**src/rtl/srp_pkg.sv**
```systemverilog
package srp_pkg;
  localparam int WORD_W      = 32;
  localparam int ENTRY_WORDS = 8;
  localparam int WSEL_W      = $clog2(ENTRY_WORDS);
  localparam int PASS_W      = 4;

  // Request fields held for the duration of one entry
  typedef struct packed {
    logic [3:0]  opcode;
    logic        eng_sel;
    logic [1:0]  result;
    logic        idx_mode;
    logic [23:0] count;
    logic [31:0] bytes;
    logic [31:0] tstamp;
    logic [63:0] meta;
    logic [19:0] hash;
    logic [3:0]  set_num;
    logic [7:0]  ring_id;
  } srp_req_t;

  // Statistics fields are meaningful only for these two operation codes
  function automatic logic carries_stats(input logic [3:0] op);
    return (op == 4'd7) || (op == 4'd8);
  endfunction
endpackage

```
**src/rtl/srp_entry_pack.sv**
```systemverilog
module srp_entry_pack
  import srp_pkg::*;
(
  input  srp_req_t              req,
  input  logic [PASS_W-1:0]     pass_cnt,
  input  logic [WSEL_W-1:0]     wsel,
  output logic [WORD_W-1:0]     word
);
  logic [ENTRY_WORDS-1:0][WORD_W-1:0] words;
  logic        stats_on;
  logic [23:0] cnt_f;
  logic [31:0] bytes_f;
  logic [31:0] tstamp_f;

  always_comb begin
    stats_on = carries_stats(req.opcode);
    cnt_f    = stats_on ? req.count  : '0;
    bytes_f  = stats_on ? req.bytes  : '0;
    tstamp_f = stats_on ? req.tstamp : '0;
    words[0] = {cnt_f, req.idx_mode, req.result, req.eng_sel, req.opcode};
    words[1] = bytes_f;
    words[2] = tstamp_f;
    words[3] = req.meta[31:0];
    words[4] = req.meta[63:32];
    words[5] = {8'h00, req.set_num, req.hash};
    words[6] = '0;
    words[7] = {pass_cnt, req.ring_id, 20'h00000};
  end

  assign word = words[wsel];
endmodule

```
**src/rtl/srp_head_ctrl.sv**
```systemverilog
module srp_head_ctrl
  import srp_pkg::*;
#(
  parameter int IDX_W = 8
) (
  input  logic              clk,
  input  logic              rst_n,
  input  logic [IDX_W-1:0]  cfg_last,
  input  logic [IDX_W-1:0]  tail_idx,
  input  logic              advance,
  output logic [IDX_W-1:0]  head_idx,
  output logic [PASS_W-1:0] pass_cnt,
  output logic              ring_full
);
  logic [IDX_W-1:0]  head_q, head_d, head_inc;
  logic [PASS_W-1:0] pass_q, pass_d;
  logic              at_last;

  always_comb begin
    at_last  = (head_q == cfg_last);
    head_inc = at_last ? '0 : head_q + IDX_W'(1);
    head_d   = head_q;
    pass_d   = pass_q;
    if (advance) begin
      head_d = head_inc;
      if (at_last) pass_d = pass_q + PASS_W'(1);
    end
  end

  always_ff @(posedge clk or negedge rst_n) begin
    if (!rst_n) begin
      head_q <= '0;
      pass_q <= '0;
    end else if (advance) begin
      head_q <= head_d;
      pass_q <= pass_d;
    end
  end

  assign head_idx  = head_q;
  assign pass_cnt  = pass_q;
  assign ring_full = (head_inc == tail_idx);

  p_head_wraps_zero_r7: assert property (@(posedge clk) disable iff (!rst_n)
    advance && at_last |=> head_q == '0);
  p_pass_steps_r8: assert property (@(posedge clk) disable iff (!rst_n)
    advance && at_last |=> pass_q == PASS_W'($past(pass_q) + PASS_W'(1)));
  p_pass_holds_r8: assert property (@(posedge clk) disable iff (!rst_n)
    !(advance && at_last) |=> $stable(pass_q));
endmodule

```
**src/rtl/srp_write_seq.sv**
```systemverilog
module srp_write_seq
  import srp_pkg::*;
(
  input  logic              clk,
  input  logic              rst_n,
  input  logic              req_valid,
  input  logic              ring_full,
  output logic              req_ready,
  output logic              accept,
  output logic              wr_en,
  output logic [WSEL_W-1:0] wsel,
  output logic              advance,
  output logic              irq
);
  localparam logic [WSEL_W-1:0] LAST_WORD = WSEL_W'(ENTRY_WORDS - 1);

  logic              busy_q, busy_d;
  logic [WSEL_W-1:0] wsel_q, wsel_d;
  logic              irq_q, irq_d;
  logic              last;

  always_comb begin
    req_ready = !busy_q && !ring_full;
    accept    = req_valid && req_ready;
    last      = busy_q && (wsel_q == LAST_WORD);
    busy_d    = busy_q;
    if (accept)    busy_d = 1'b1;
    else if (last) busy_d = 1'b0;
    wsel_d    = wsel_q + WSEL_W'(1);
    irq_d     = last;
  end

  always_ff @(posedge clk or negedge rst_n) begin
    if (!rst_n) begin
      busy_q <= 1'b0;
      wsel_q <= '0;
      irq_q  <= 1'b0;
    end else begin
      busy_q <= busy_d;
      irq_q  <= irq_d;
      if (busy_q) wsel_q <= wsel_d;
    end
  end

  assign wr_en   = busy_q;
  assign wsel    = wsel_q;
  assign advance = last;
  assign irq     = irq_q;

  p_accept_starts_r2: assert property (@(posedge clk) disable iff (!rst_n)
    accept |=> wr_en && wsel == '0);
  p_writes_contiguous_r2: assert property (@(posedge clk) disable iff (!rst_n)
    wr_en && !last |=> wr_en && wsel == WSEL_W'($past(wsel) + WSEL_W'(1)));
  p_irq_follows_last_r9: assert property (@(posedge clk) disable iff (!rst_n)
    last |=> irq);
  p_irq_single_r9: assert property (@(posedge clk) disable iff (!rst_n)
    irq |=> !irq);
endmodule

```
**src/rtl/status_ring_producer.sv**
```systemverilog
module status_ring_producer
  import srp_pkg::*;
#(
  parameter int ADDR_W = 32,
  parameter int IDX_W  = 8
) (
  input  logic              clk,
  input  logic              rst_n,
  input  logic [ADDR_W-1:0] cfg_base,
  input  logic [IDX_W-1:0]  cfg_last,
  input  logic [7:0]        cfg_ring_id,
  input  logic [IDX_W-1:0]  tail_idx,
  input  logic              req_valid,
  output logic              req_ready,
  input  logic [3:0]        req_opcode,
  input  logic              req_eng_sel,
  input  logic [1:0]        req_result,
  input  logic              req_idx_mode,
  input  logic [23:0]       req_count,
  input  logic [31:0]       req_bytes,
  input  logic [31:0]       req_tstamp,
  input  logic [63:0]       req_meta,
  input  logic [19:0]       req_hash,
  input  logic [3:0]        req_set,
  output logic              mem_wr_en,
  output logic [ADDR_W-1:0] mem_wr_addr,
  output logic [WORD_W-1:0] mem_wr_data,
  output logic [IDX_W-1:0]  head_idx,
  output logic              entry_irq
);
  localparam int OFS_W = IDX_W + WSEL_W + 2;

  // Reset: asserted asynchronously, released on the clock
  logic rst_meta_q, rst_sync_n;
  always_ff @(posedge clk or negedge rst_n) begin
    if (!rst_n) begin
      rst_meta_q <= 1'b0;
      rst_sync_n <= 1'b0;
    end else begin
      rst_meta_q <= 1'b1;
      rst_sync_n <= rst_meta_q;
    end
  end

  logic              accept, advance, ring_full;
  logic [WSEL_W-1:0] wsel;
  logic [PASS_W-1:0] pass_cnt;
  srp_req_t          req_in, req_q;
  logic [OFS_W-1:0]  ofs;

  always_comb begin
    req_in.opcode   = req_opcode;
    req_in.eng_sel  = req_eng_sel;
    req_in.result   = req_result;
    req_in.idx_mode = req_idx_mode;
    req_in.count    = req_count;
    req_in.bytes    = req_bytes;
    req_in.tstamp   = req_tstamp;
    req_in.meta     = req_meta;
    req_in.hash     = req_hash;
    req_in.set_num  = req_set;
    req_in.ring_id  = cfg_ring_id;
  end

  always_ff @(posedge clk or negedge rst_sync_n) begin
    if (!rst_sync_n)  req_q <= '0;
    else if (accept)  req_q <= req_in;
  end

  srp_write_seq u_seq (
    .clk       (clk),
    .rst_n     (rst_sync_n),
    .req_valid (req_valid),
    .ring_full (ring_full),
    .req_ready (req_ready),
    .accept    (accept),
    .wr_en     (mem_wr_en),
    .wsel      (wsel),
    .advance   (advance),
    .irq       (entry_irq)
  );

  srp_head_ctrl #(.IDX_W(IDX_W)) u_head (
    .clk       (clk),
    .rst_n     (rst_sync_n),
    .cfg_last  (cfg_last),
    .tail_idx  (tail_idx),
    .advance   (advance),
    .head_idx  (head_idx),
    .pass_cnt  (pass_cnt),
    .ring_full (ring_full)
  );

  srp_entry_pack u_pack (
    .req      (req_q),
    .pass_cnt (pass_cnt),
    .wsel     (wsel),
    .word     (mem_wr_data)
  );

  assign ofs         = {head_idx, wsel, 2'b00};
  assign mem_wr_addr = cfg_base + {{(ADDR_W - OFS_W){1'b0}}, ofs};

  p_stamp_low_zero_r6: assert property (@(posedge clk) disable iff (!rst_sync_n)
    mem_wr_en && wsel == WSEL_W'(ENTRY_WORDS - 1) |-> mem_wr_data[19:0] == 20'h0);
  p_word6_zero_r5: assert property (@(posedge clk) disable iff (!rst_sync_n)
    mem_wr_en && wsel == WSEL_W'(6) |-> mem_wr_data == '0);
  p_head_holds_r7: assert property (@(posedge clk) disable iff (!rst_sync_n)
    mem_wr_en && wsel != WSEL_W'(ENTRY_WORDS - 1) |=> $stable(head_idx));
  p_busy_not_ready_r10: assert property (@(posedge clk) disable iff (!rst_sync_n)
    accept |=> !req_ready);
endmodule

```
**config.mk**
```make
export PLATFORM = sky130hd
export DESIGN_NAME = status_ring_producer
export DESIGN_NICKNAME = d
export VERILOG_FILES = /design/src/rtl/srp_pkg.sv /design/src/rtl/srp_entry_pack.sv /design/src/rtl/srp_head_ctrl.sv /design/src/rtl/srp_write_seq.sv /design/src/rtl/status_ring_producer.sv
export SDC_FILE = /design/constraint.sdc
export NUM_CORES = 1
export LEC_CHECK = 0
export BUFFER_PORTS_ARGS = -buffer_cell sky130_fd_sc_hd__buf_2
export CAP_MARGIN = 5
export CORE_ASPECT_RATIO = 1.5
export CORE_MARGIN = 5
export CORE_UTILIZATION = 52
export DETAILED_ROUTE_END_ITERATION = 6
export PLACE_DENSITY = 0.89
export SLEW_MARGIN = 20
export SYNTH_ARGS = -nofsm -noshare
export SYNTH_HDL_FRONTEND = slang
export SYNTH_SLANG_ARGS = --single-unit
```
**constraint.sdc**
```tcl
create_clock -name clk -period 7.95 [get_ports clk]
set_input_delay 0.795 -clock clk [delete_from_list [all_inputs] [get_ports clk]]
set_output_delay 0.795 -clock clk [all_outputs]
set_load 0.02 [all_outputs]
```
# --- After elaboration in Yosys (flattened, before gate mapping) ---
# Index checks and enable logic that the tools add are counted.
classes:
  add_sub_neg: 4
  multipliers: 0
  n_div: 0
  order_cmp: 1
  eq_ne: 5
  shift: 0
  n_mux: 8
  bitwise: 0
  reduce_logical: 8
ops:
  columns: ["op", "count"]
  rows:
  - ["32-bit binary-select mux with 3-bit select", 1]
  - ["32-bit two-way mux", 3]
  - ["32-bit by 13-bit adder with 32-bit output", 1]
  - ["24-bit two-way mux", 1]
  - ["8-bit == test", 2]
  - ["8-bit by 1-bit adder with 8-bit output (second input constant)", 1]
  - ["8-bit two-way mux", 1]
  - ["4-bit by 1-bit adder with 4-bit output (second input constant)", 1]
  - ["4-bit by 3-bit == test with 1-bit output (second input constant)", 1]
  - ["4-bit == test (second input constant)", 1]
  - ["3-bit by 4-bit < comparator with 1-bit output (second input constant)", 1]
  - ["3-bit by 1-bit adder with 3-bit output (second input constant)", 1]
  - ["3-bit == test (second input constant)", 1]
  - ["1-bit logical AND", 3]
  - ["1-bit zero test", 2]
  - ["1-bit two-way mux", 2]
  - ["2-bit AND reduction", 1]
  - ["2-bit nonzero test", 1]
  - ["1-bit logical OR", 1]
word_totals:
  regBits: 211
  latchBits: 0
  mem_bits_rw: 0
  romBits: 0
  inputBits: 243
  out_inout_bits: 75
  wordCells: 44
  n_memories: 0

# --- Logic depth before layout (Yosys ltp) ---
# Gate-level depths: netlist of the first run.
depth:
  depth_word: 7
  mapped_depth: 11
  mapped_depth_nobuf: 10

# --- Cells and area by module ---
# A second synthesis of the first run with hierarchy kept.
hier_totals:
  hier_cells: 865
  area_unflattened_um2: 10876.7
by_module_without_submodules:
  columns: ["module", "n_inst", "cells_per_inst", "area_per_inst_um2", "seq_area_each_um2"]
  rows:
  - ["status_ring_producer", 1, 535, 7993.9, 4854.7]
  - ["srp_entry_pack", 1, 210, 1687.9, 0.0]
  - ["srp_head_ctrl", 1, 104, 953.4, 300.3]
  - ["srp_write_seq", 1, 16, 241.5, 125.1]

# --- Least setup slack after synthesis of the first run ---
# No wires, ideal clock.
synth_timing:
  path_kind: "in2out"
  startpoint: "input port cfg_base[2]"
  endpoint: "output port mem_wr_addr[18]"
  arrival_time_ns: 2.961
  required_time_ns: 7.155
  slack_ns: 4.194
  path_stages: 11
  n_path_buf: 1
  cell_sequence: "ha_1 -> inv_1 -> fa_1 -> nor2b_1 -> o21ai_0 -> a21boi_0 -> o211a_1 -> o31a_1 -> clkbuf_1 -> o2111ai_1 -> xnor2_1"
synth_via:
  elab_chain_len: 1
synth_lines:
  columns: ["element", "line", "source"]
  rows:
  - ["start: declaration", "status_ring_producer.sv:9", "input logic [ADDR_W-1:0] cfg_base,"]
  - ["32-bit by 13-bit adder with 32-bit output", "status_ring_producer.sv:102", "assign mem_wr_addr = cfg_base + {{(ADDR_W - OFS_W){1'b0}}, ofs};"]
  - ["end: declaration", "status_ring_producer.sv:26", "output logic [ADDR_W-1:0] mem_wr_addr,"]
# No other way between the ends.

# --- Final worst setup path of the first run ---
layout_timing:
  startpoint: "register u_seq.wsel_q[0] (netlist: u_seq.wsel[0])"
  endpoint: "output port mem_wr_addr[18]"
layout_via:
  elab_chain_len: 1
layout_lines:
  columns: ["element", "line", "source"]
  rows:
  - ["start: declaration", "srp_write_seq.sv:18", "logic [WSEL_W-1:0] wsel_q, wsel_d;"]
  - ["start signal: assignment", "srp_write_seq.sv:41", "if (busy_q) wsel_q <= wsel_d;"]
  - ["32-bit by 13-bit adder with 32-bit output", "status_ring_producer.sv:102", null]
# No other way between the ends.

==> results of run 1 <==
[routing by layer]
| metal | routed length (µm) | part of all wire, % | vias up |
|---|---|---|---|
| met5 | 55 | 0.18 | - |
| met4 | 1290 | 4.1 | 8 |
| met3 | 2270 | 7.3 | 94 |
| met2 | 16900 | 54 | 365 |
| met1 | 10600 | 34 | 4152 |
| li1 | - | - | 3871 |
[cell type report]
cell class              instances  area (µm²)
fillers                      1592        7360
clock buffers                  30         609
repair buffers                321        1650
flip-flops and latches        211        5290
inverters                      10        37.5
clock inverters                 8        96.3
diodes                          5        12.5
multi-input cells             633        5110
well taps                     264         330
[sequential cells by signal (all words and copies together), names as in the netlist]
signal and count:
req_q 192, u_head.head_idx 8, u_head.pass_cnt 4, u_seq.wsel 3, rst_meta_q 1, rst_sync_n 1, u_seq.irq 1, u_seq.wr_en 1
[path summary, 6_finish.rpt]
check                                   start         endpoint  depth (start not counted)
max                             u_seq.wsel[0]  mem_wr_addr[18]                         11
min                                     rst_n       rst_sync_n                          1
max reg2reg                u_head.head_idx[0]        req_q[12]                          8
min in group clk                   rst_meta_q       rst_sync_n                          0
min reg2reg                        rst_sync_n       req_q[170]                          0
max in group asynchronous          rst_sync_n    u_seq.wsel[0]                          1
[where the power goes]
part | switching (mW) | total [mW] | internal (mW)
Clock | 0.411 | 1.01 | 0.600
Sequential | 0.417 | 2.03 | 1.61
Combinational | 1.37 | 2.38 | 1.02
[critical path, cell delays in order (launching register included)]
cell and delay [ps]:
dfrtp_4 920, ha_1 300, inv_1 60, fa_1 400, nor2b_1 120, o21ai_0 110, a21boi_0 470, o211a_1 230
o31a_1 340, o2111ai_1 170, xnor2_1 160, buf_2 180
[synth_stat cells (3+ instances only)]
library cell / number
mux2_2: 26
o22ai_1: 21
o31a_1: 3
xor2_1: 15
buf_1: 8
nand3_1: 3
a221oi_1: 12
and3_1: 7
buf_2: 4
nand2_1: 68
o211ai_1: 3
xnor2_1: 33
nor2_1: 38
mux2_1: 169
dfrtp_1: 211
buf_8: 7
nand2b_1: 3
buf_4: 4
ha_1: 15
buf_6: 12
a21oi_1: 32
a22oi_1: 17
inv_1: 10
nor2b_1: 4
a211oi_1: 8
clkbuf_1: 31
o21bai_1: 3
o21ai_0: 42
nand4_1: 4
o21a_1: 5
mux2i_1: 48
nor3_1: 22
[cells by family (layout without fill, tap and decap cells)]
family / count (synthesis) / in the layout / synth area share (%)
AOI/OAI and AO/OA: 160 / 160 / 9.62
xor gates and xnor gates: 48 / 48 / 3.87
adders and majority gates: 16 / 16 / 1.91
buffers and inverters: 76 / 369 / 4.37
DFF: 211 / 211 / 48.6
muxes: 243 / 243 / 24.6
other: 1 / 6 / 0.0345
and+or+nand+nor: 165 / 165 / 6.96
[placed cells by master, fill, tap and decap left out, types with 17 or more instances in the layout]
cell | netlist | layout
a21oi_1 | 32 | 32
buf_2 | 4 | 313
nor3_1 | 22 | 22
mux2_1 | 169 | 169
nor2_1 | 38 | 38
dfrtp_1 | 211 | 207
o22ai_1 | 21 | 21
a22oi_1 | 17 | 17
clkbuf_16 | 0 | 21
o21ai_0 | 42 | 42
nand2_1 | 68 | 68
mux2_2 | 26 | 26
mux2i_1 | 48 | 48
xnor2_1 | 33 | 33
[metrics by stage]
step / setup WS [ps] / total power [mW] / hold slack [ps] / cells / cell area (µm²)
after floorplan: 1630 / 3.68 / 331 / 920 / 10900
after global placement: 3910 / 4.29 / 338 / 1439 / 12400
after detailed placement: 3760 / 4.41 / 344 / 1439 / 12400
after CTS: 3190 / 5.45 / 57.0 / 1477 / 13100
after global routing: 2850 / 5.76 / 53.1 / 1482 / 13100
final: 3180 / 5.42 / 74.5 / 1482 / 13100
==> impl_metrics.py, run 1 <==
metrics = {
    "outcome": {
        "status": "completed",
    },
    "die": {
        "start_util_pct": 53.0,
        "fp.dieArea_um2": 23900,
        "ios": 318,
        "core_um2": 20500,
        "die_x_um": 128,
        "dieHeight_um": 187,
        "row_count": 64,
    },
    "global_routing": {
        "grt_max_degree": 194,
        "busiest_layer": "met2",
        "antenna_found_initial": 9,
        "grt.overflow.total": 0,
        "met2_usage_pct": 47.5,
        "grt_pass1_vias": 9355,
        "grt_use_met1_pct": 27.0,
        "grt_usage_pct": 25.4,
        "grt_pass1_wl_um": 48600,
        "grt_use_met3_pct": 5.40,
    },
    "timing": {
        "hold_viol": 0,
        "timing.final.crit_share_pct": 60.0,
        "slew_headroom_pct": 25.1,
        "max_freq_ghz": 0.210,
        "fin_tns_setup_ps": 0,
        "fin_skew_ps": 8.25,
        "finalSetupViolations": 0,
        "finalMaxSlewViolations": 0,
        "rsz0062_at_grt": "false",
        "tightest_slew_ps": 1120,
        "period_needed_ps": 4770,
    },
    "routing": {
        "wl_per_cell_um": 21.0,
        "dr_total_vias": 8490,
        "drt_wl_total_um": 31100,
        "via_per_inst": 5.73,
        "route.detailed.drc": 0,
        "ant_nets": 0,
        "drt-pass1-iter-count": 5,
        "first_iter_violations": 478,
    },
    "clock_network": {
        "clkTransAtPathRegs_ps": 60,
        "post_cts_buffers": 0,
        "clock_latency_ps": 490,
        "cts_max_path_buffers": 3,
        "clock_sinks": 211,
        "cts_tree": "built",
        "ctsResizeCount": 0,
        "htreeDepth": 1,
        "cts-hold-fix-buffers": 0,
        "cts_root_buf": "clkbuf_16",
        "cts_inserted_buffers": 21,
    },
    "worst_hold_path": {
        "hold_path_class": "in2async",
    },
    "critical_path": {
        "arrival_ps": 3970,
        "r2r_setup_slack_ps": 4210,
        "crit_type": "reg2out",
        "cp.required_ps": 7150,
        "start_kind": "flip-flop",
        "crit_path_end_kind": "output port",
        "path_max_fanout": 51,
    },
    "synth": {
        "synth_top_area_cell": "dfrtp_1",
        "yosys.area.top_type_share_pct": 48.6,
        "ys_warn_count": 0,
        "synth.avg_cell_area_um2": 11.8,
        "ys_async_sr_fraction_pct": 100,
        "ys_types": 58,
        "synth_nets": 1179,
        "synth-seq-cells": 211,
        "synth_ff_type": "dfrtp_1",
        "netlist_area_um2": 10900,
        "synth-edff-count": 0,
        "synth_area_leaders": "dfrtp_1, mux2_1, mux2i_1",
        "ys_seq_area_share_pct": 48.6,
        "synthCells": 920,
    },
    "place": {
        "hpwlAfterDp_um": 22300,
        "io_buffers": 313,
        "gp_congestion": 0.963,
    },
    "power": {
        "powerDensity_nw_per_um2": 413,
        "ir_drop_mv": 0.257,
        "p_leak_nw": 6.12,
    },
    "layout": {
        "nNetsFinal": 1457,
        "utilization_pct": 64.1,
        "syn_to_final_growth_pct": 20.9,
        "drive_above_1_share_pct": 32.2,
    },
    "run": {
        "cap_viol_max_count": 0,
    },
}
(Power assumes the default switching activity.)
==> inputs of run 2 (changes only) <==
--- a/config.mk
+++ b/config.mk
@@ -9,9 +9,9 @@
 export CAP_MARGIN = 5
 export CORE_ASPECT_RATIO = 1.5
 export CORE_MARGIN = 5
-export CORE_UTILIZATION = 52
+export CORE_UTILIZATION = 47
 export DETAILED_ROUTE_END_ITERATION = 6
-export PLACE_DENSITY = 0.89
+export PLACE_DENSITY = 0.85
 export SLEW_MARGIN = 20
 export SYNTH_ARGS = -nofsm -noshare
 export SYNTH_HDL_FRONTEND = slang
==> constraint.sdc (replaced) <==
create_clock -name clk -period 4.2 [get_ports clk]
set_input_delay 0.42 -clock clk [delete_from_list [all_inputs] [get_ports clk]]
set_output_delay 0.42 -clock clk [all_outputs]
set_load 0.02 [all_outputs]
==> run 2 against run 1 <==
Total power rose by 91%. Setup slack worse by 2700 ps. Clock power up 96%. Critical endpoint unchanged. Via count increased by 0.45%. Largest power group unchanged.
==> impl_metrics.py, run 2 (synthesis gave the netlist of run 1 again) <==
metrics = {
    "clock_network": {
        "cts_root_buf": "clkbuf_16",
        "cts_tree": "built",
        "ctsResizeCount": 0,
        "htreeDepth": 1,
        "clock_latency_ps": 490,
        "clkTransAtPathRegs_ps": 70,
        "clock_sinks": 211,
        "cts_inserted_buffers": 21,
        "cts_max_path_buffers": 3,
    },
    "worst_hold_path": {
        "min-delay-start": "req_hash[0]",
        "hold_path_class": "in2reg",
        "hold-path-cell-count": 2,
        "hold_end": "req_q[12]",
    },
    "place": {
        "io_buffers": 313,
        "dpl_cell_area_um2": 12500,
        "hpwlAfterDp_um": 22800,
        "dp.cells": 1462,
        "gp_congestion": 0.914,
    },
    "die": {
        "row_count": 68,
        "dieHeight_um": 196,
        "fp.dieArea_um2": 26300,
        "die_x_um": 134,
        "start_util_pct": 47.5,
        "core_um2": 22900,
        "ios": 318,
    },
    "timing": {
        "hold_viol": 0,
        "rsz0062_at_grt": "false",
        "finalSetupViolations": 0,
        "tightest_slew_ps": 928,
        "period_needed_ps": 3740,
        "slew_headroom_pct": 38.0,
        "finalMaxSlewViolations": 0,
        "fin_skew_ps": 9.11,
        "timing.final.crit_share_pct": 89.0,
        "fin_tns_setup_ps": 0,
        "max_freq_ghz": 0.268,
    },
    "layout": {
        "nNetsFinal": 1465,
        "multi_input_area_um2": 5110,
        "layout_commonest_cell": "buf_2",
        "syn_to_final_growth_pct": 22.1,
        "regArea_um2": 5290,
        "layout_common_cells": "buf_2, dfrtp_1, mux2_1, nand2_1, mux2i_1",
        "largest_reg_flops": 192,
        "final_cells": 1503,
        "drive_above_1_share_pct": 32.6,
        "n_fill_cell": 1844,
        "stdcell_area_um2": 13300,
        "utilization_pct": 57.9,
        "regMostFlops": "req_q",
    },
    "routing": {
        "drt_wl_total_um": 31100,
        "first_iter_violations": 380,
        "dr_total_vias": 8528,
        "via_per_inst": 5.67,
        "drt-pass1-iter-count": 6,
        "route.detailed.drc": 0,
        "wl_per_cell_um": 20.7,
        "ant_nets": 0,
    },
    "global_routing": {
        "antenna_found_initial": 6,
        "grt_pass1_wl_um": 48500,
        "grt.overflow.total": 0,
        "grt_max_degree": 126,
        "grt_usage_pct": 23.2,
        "grt_pass1_vias": 9265,
    },
    "critical_path": {
        "crit-reg2reg-launch": "u_head.head_idx[3]",
        "cp.required_ps": 3780,
        "path_max_fanout": 10,
        "r2r_setup_slack_ps": 820,
        "arrival_ps": 3320,
        "crit_type": "reg2out",
        "crit_start": "u_seq.wsel[0]",
        "start_kind": "flip-flop",
        "rr_endpoint": "req_q[143]",
        "crit_path_end_kind": "output port",
        "rr_worst_depth": 8,
    },
    "power": {
        "p_sw_share_pct": 40.0,
        "p_total_mw": 10.4,
        "clkPwrFrac_pct": 19.1,
        "p_leak_nw": 6.18,
        "power_frac_comb_pct": 45.3,
        "internal-power_mw": 6.22,
        "seqPwrFrac_pct": 35.6,
        "powerDensity_nw_per_um2": 782,
        "ir_drop_mv": 0.431,
        "switching_power_mw": 4.15,
    },
    "outcome": {
        "status": "completed",
    },
    "run": {
        "cap_viol_max_count": 0,
    },
}
## run 2: cell count changes in the layout (fill, tap and decap cells not counted)
cell / delta
bufinv_16: +2
buf_12: +2
clkbuf_8: -2
buf_4: +5
clkbuf_1: -2
inv_6: -1
dlygate4sd3_1: +1
## run 2: power groups by stage
stage / clock [mW] / combinational, mW / sequential (mW)
finish: 1.98 / 4.70 / 3.69
global route: 2.12 / 5.13 / 3.82
CTS: 2.03 / 4.75 / 3.68
detailed placement: 0 / 4.72 / 3.71
global placement: 0 / 4.60 / 3.64
floorplan: 0 / 3.42 / 3.54
## run 2: worst max-delay path by stage
stage / end / slack, ps / depth (start not counted)
floorplan: req_q[0] / 730 / 0
global placement: req_q[144] / 960 / 8
detailed placement: req_q[143] / 860 / 8
CTS: mem_wr_addr[18] / 460 / 11
global route: mem_wr_addr[16] / 200 / 11
finish: mem_wr_addr[18] / 460 / 11
## run 2: critical path, stage by stage (launching register included)
cell	delay [ps]
dfrtp_4	430
ha_1	170
inv_1	60
fa_1	390
nor2b_1	120
o21ai_0	120
a21boi_0	440
o211a_1	220
o31a_1	350
o2111ai_1	180
xnor2_1	170
buf_2	180
## run 2: through the flow
stage	setup slack, ps	hold slack, ps
floorplan	727	124
global placement	959	206
detailed placement	864	209
CTS	462	119
global route	204	124
finish	463	133
## run 2: timing repair
item / in CTS / in global routing
hold buffers: 1 / 0
endpoints found under the hold margin: 2 / 0
buffers inserted: 0 / 0
## run 2: area by class of cell
cell class / instances / share of cell area [%]
clock inverters: 9 / 1.11
inverters: 10 / 0.283
diodes: 5 / 0.0944
clock buffers: 26 / 4.33
flip-flops and latches: 211 / 39.9
well taps: 280 / 2.64
multi-input cells: 633 / 38.5
repair buffers: 329 / 13.1
## run 2: layer usage
layer	wire length [µm]	vias to the layer above	GRT usage (%)
met5	13	-	0
met4	1410	2	11.3
met3	2170	80	4.28
met2	16500	360	43.1
met1	11000	4213	25.1
li1	-	3873	-
==> inputs of run 3 (changes only) <==
--- a/config.mk
+++ b/config.mk
@@ -5,13 +5,14 @@
 export SDC_FILE = /design/constraint.sdc
 export NUM_CORES = 1
 export LEC_CHECK = 0
+export ABC_AREA = 1
 export BUFFER_PORTS_ARGS = -buffer_cell sky130_fd_sc_hd__buf_2
 export CAP_MARGIN = 5
 export CORE_ASPECT_RATIO = 1.5
 export CORE_MARGIN = 5
-export CORE_UTILIZATION = 47
+export CORE_UTILIZATION = 48
 export DETAILED_ROUTE_END_ITERATION = 6
-export PLACE_DENSITY = 0.85
+export PLACE_DENSITY = 0.86
 export SLEW_MARGIN = 20
 export SYNTH_ARGS = -nofsm -noshare
 export SYNTH_HDL_FRONTEND = slang
==> run 3 against run 2 <==
Cell count up 37%. Global-route usage rose by 4.3 points. Cell area is 4.1% higher. Die area increased by 3.8%. Area after synthesis grew 6.3%. Worst hold slack improved by 34 ps. Critical path type unchanged. Highest routed layer unchanged.
==> impl_metrics.py, run 3 <==
metrics = {
    "outcome": {
        "status": "completed",
    },
    "clock_network": {
        "post_cts_buffers": 0,
        "cts-hold-fix-buffers": 1,
        "cts_tree": "built",
        "cts_inserted_buffers": 21,
        "ctsResizeCount": 0,
        "clkTransAtPathRegs_ps": 60,
        "clock_latency_ps": 510,
        "cts_root_buf": "clkbuf_16",
        "clock_sinks": 211,
        "htreeDepth": 1,
        "cts_max_path_buffers": 3,
    },
    "timing": {
        "finalMaxSlewViolations": 0,
        "fin_skew_ps": 14.0,
        "rsz0062_at_grt": "false",
        "fin_tns_setup_ps": 0,
        "max_freq_ghz": 0.269,
        "period_needed_ps": 3720,
        "tightest_slew_ps": 897,
        "timing.final.crit_share_pct": 88.6,
        "hold_viol": 0,
        "finalSetupViolations": 0,
        "slew_headroom_pct": 40.2,
    },
    "layout": {
        "regMostFlops": "req_q",
        "syn_to_final_growth_pct": 19.6,
        "drive_above_1_share_pct": 21.8,
        "nNetsFinal": 1977,
        "layout_common_cells": "nand2_1, buf_2, dfrtp_1, nand4_1, nand3_1",
        "stdcell_area_um2": 13800,
        "layout_commonest_cell": "nand2_1",
        "largest_reg_flops": 192,
    },
    "synth": {
        "ys_types": 40,
        "ys_warn_count": 0,
        "synth.most_common_cell": "nand2_1",
        "synth.avg_cell_area_um2": 7.79,
        "ys_top_cells_by_count": "nand2_1, dfrtp_1, nand4_1, nand3_1, clkbuf_1",
        "synth-edff-count": 0,
        "ys_seq_area_share_pct": 45.7,
        "synth_top_area_cell": "dfrtp_1",
        "yosys.area.top_type_share_pct": 45.7,
        "synth-seq-cells": 211,
        "synth_nets": 1742,
        "synthCells": 1483,
        "netlist_area_um2": 11500,
        "synth_area_leaders": "dfrtp_1, nand2_1, nand4_1",
        "ys_async_sr_fraction_pct": 100,
        "synth_ff_type": "dfrtp_1",
    },
    "routing": {
        "wl_per_cell_um": 18.7,
        "met3_length_um": 3340,
        "route.detailed.drc": 0,
        "wl_met1_um": 14800,
        "dr_total_vias": 11900,
        "drt_wl_total_um": 38500,
        "drt-pass1-iter-count": 5,
        "top_layer_used": "met5",
        "ant_nets": 0,
        "first_iter_violations": 1096,
        "met2WireLength_um": 18200,
        "via_per_inst": 5.76,
    },
    "die": {
        "core_um2": 23700,
        "row_count": 69,
        "start_util_pct": 48.6,
        "fp.dieArea_um2": 27300,
        "ios": 318,
        "die_x_um": 137,
        "dieHeight_um": 200,
    },
    "worst_hold_path": {
        "hold_path_class": "in2reg",
        "min-delay-start": "req_count[7]",
        "hold_end": "req_q[167]",
        "hold-path-cell-count": 3,
    },
    "critical_path": {
        "start_kind": "flip-flop",
        "path_cells": "ha_1 -> nand3_1 -> nand2_1 -> a21oi_1 -> o21ai_0 -> a21boi_0 -> o21ai_0 -> nand2_1 -> xor2_1 -> buf_2",
        "cp_top_family": "compound AO/OA/AOI/OAI gates",
        "cp_num_buf_inv": 1,
        "rr_worst_depth": 16,
        "arrival_ps": 3300,
        "crit_path_end_kind": "output port",
        "worst_path_largest_cell_delay_ps": 560,
        "crit-reg2reg-launch": "u_head.head_idx[4]",
        "rr_endpoint": "req_q[154]",
        "cp.required_ps": 3780,
        "crit_type": "reg2out",
        "r2r_setup_slack_ps": 1240,
        "crit_slowest_cell": "o21ai_0",
        "path_max_fanout": 4,
    },
    "global_routing": {
        "antenna_found_initial": 10,
        "grt_pass1_vias": 11400,
        "grt_pass1_wl_um": 59900,
        "grt.overflow.total": 0,
        "grt_max_degree": 193,
        "grt_usage_pct": 27.5,
    },
    "place": {
        "gp_congestion": 1.04,
        "hpwlAfterDp_um": 26700,
        "dpl_cell_area_um2": 13100,
        "io_buffers": 313,
    },
    "run": {
        "cap_viol_max_count": 0,
    },
    "power": {
        "p_leak_nw": 7.30,
        "ir_drop_mv": 0.333,
        "powerDensity_nw_per_um2": 683,
        "p_total_mw": 9.42,
    },
}
run 3: layout make-up:
cell class                 instances  area (µm²)
timing repair buffer             332        1770
clock inverter                     7        42.5
tap                              319         399
fill                            2155        9930
clock buffer                      30         599
sequential                       211        5280
multi-input combinational       1090        5450
antenna                           10        25.0
inverter                          62         238
run 3: worst max-delay path by stage:
| stage | depth (start not counted) | end | start | slack (ps) |
|---|---|---|---|---|
| floorplan | 0 | req_q[0] | rst_sync_n | 730 |
| global placement | 13 | mem_wr_addr[30] | cfg_base[2] | 1110 |
| detailed placement | 11 | mem_wr_addr[29] | cfg_base[4] | 1020 |
| CTS | 11 | mem_wr_addr[30] | u_seq.wsel[1] | 620 |
| global route | 11 | mem_wr_addr[30] | u_seq.wsel[1] | 290 |
| finish | 10 | mem_wr_addr[29] | u_seq.wsel[2] | 480 |
run 3: worst register-to-register path, cell delays in order, from the launching register on:
cell     delay [ps]
dfrtp_1         480
inv_1           130
nand2_1          60
nand2_1          50
nand2_1          50
nor2_1          190
nand2_4         160
nand2_1         110
nand2_1          60
nand2_1          60
nand3_1          60
nor2_1          320
nand2_8         100
nand3_4         430
buf_4           420
nand2_1         110
nand2_1          80
run 3: cells by family (layout without fill, tap and decap cells):
logic type | after synthesis | in the layout | share of synthesized area, %
and+or+nand+nor | 890 | 890 | 34.4
other | 1 | 11 | 0.0325
muxes | 1 | 1 | 0.0975
buffers and inverters | 182 | 431 | 7.30
xor gates and xnor gates | 41 | 41 | 3.11
AOI/OAI and AO/OA | 141 | 141 | 7.48
adders and majority gates | 16 | 16 | 1.80
DFF | 211 | 211 | 45.7
run 3: per-layer routing:
metal / vias up / global-route usage, %
li1: 5522 / -
met1: 5577 / 35.6
met2: 637 / 43.3
met4: 4 / 15.8
met5: - / 0
met3: 130 / 5.24
run 3: per-stage QoR:
stage                     util [%]  worst slack, ps  hold slack [ps]  instances
after CTS                     58.1              617              155       2051
after global routing          58.1              288              169       2059
after detailed placement      55.3             1020              209       2013
after floorplan                  -              727              124       1483
final                         58.2              478              168       2061
after global placement        55.3             1110              206       2013
run 3: report_power, final:
group | internal [mW] | switching (mW)
clock network | 0.996 | 0.806
logic | 1.31 | 2.83
registers | 2.94 | 0.549
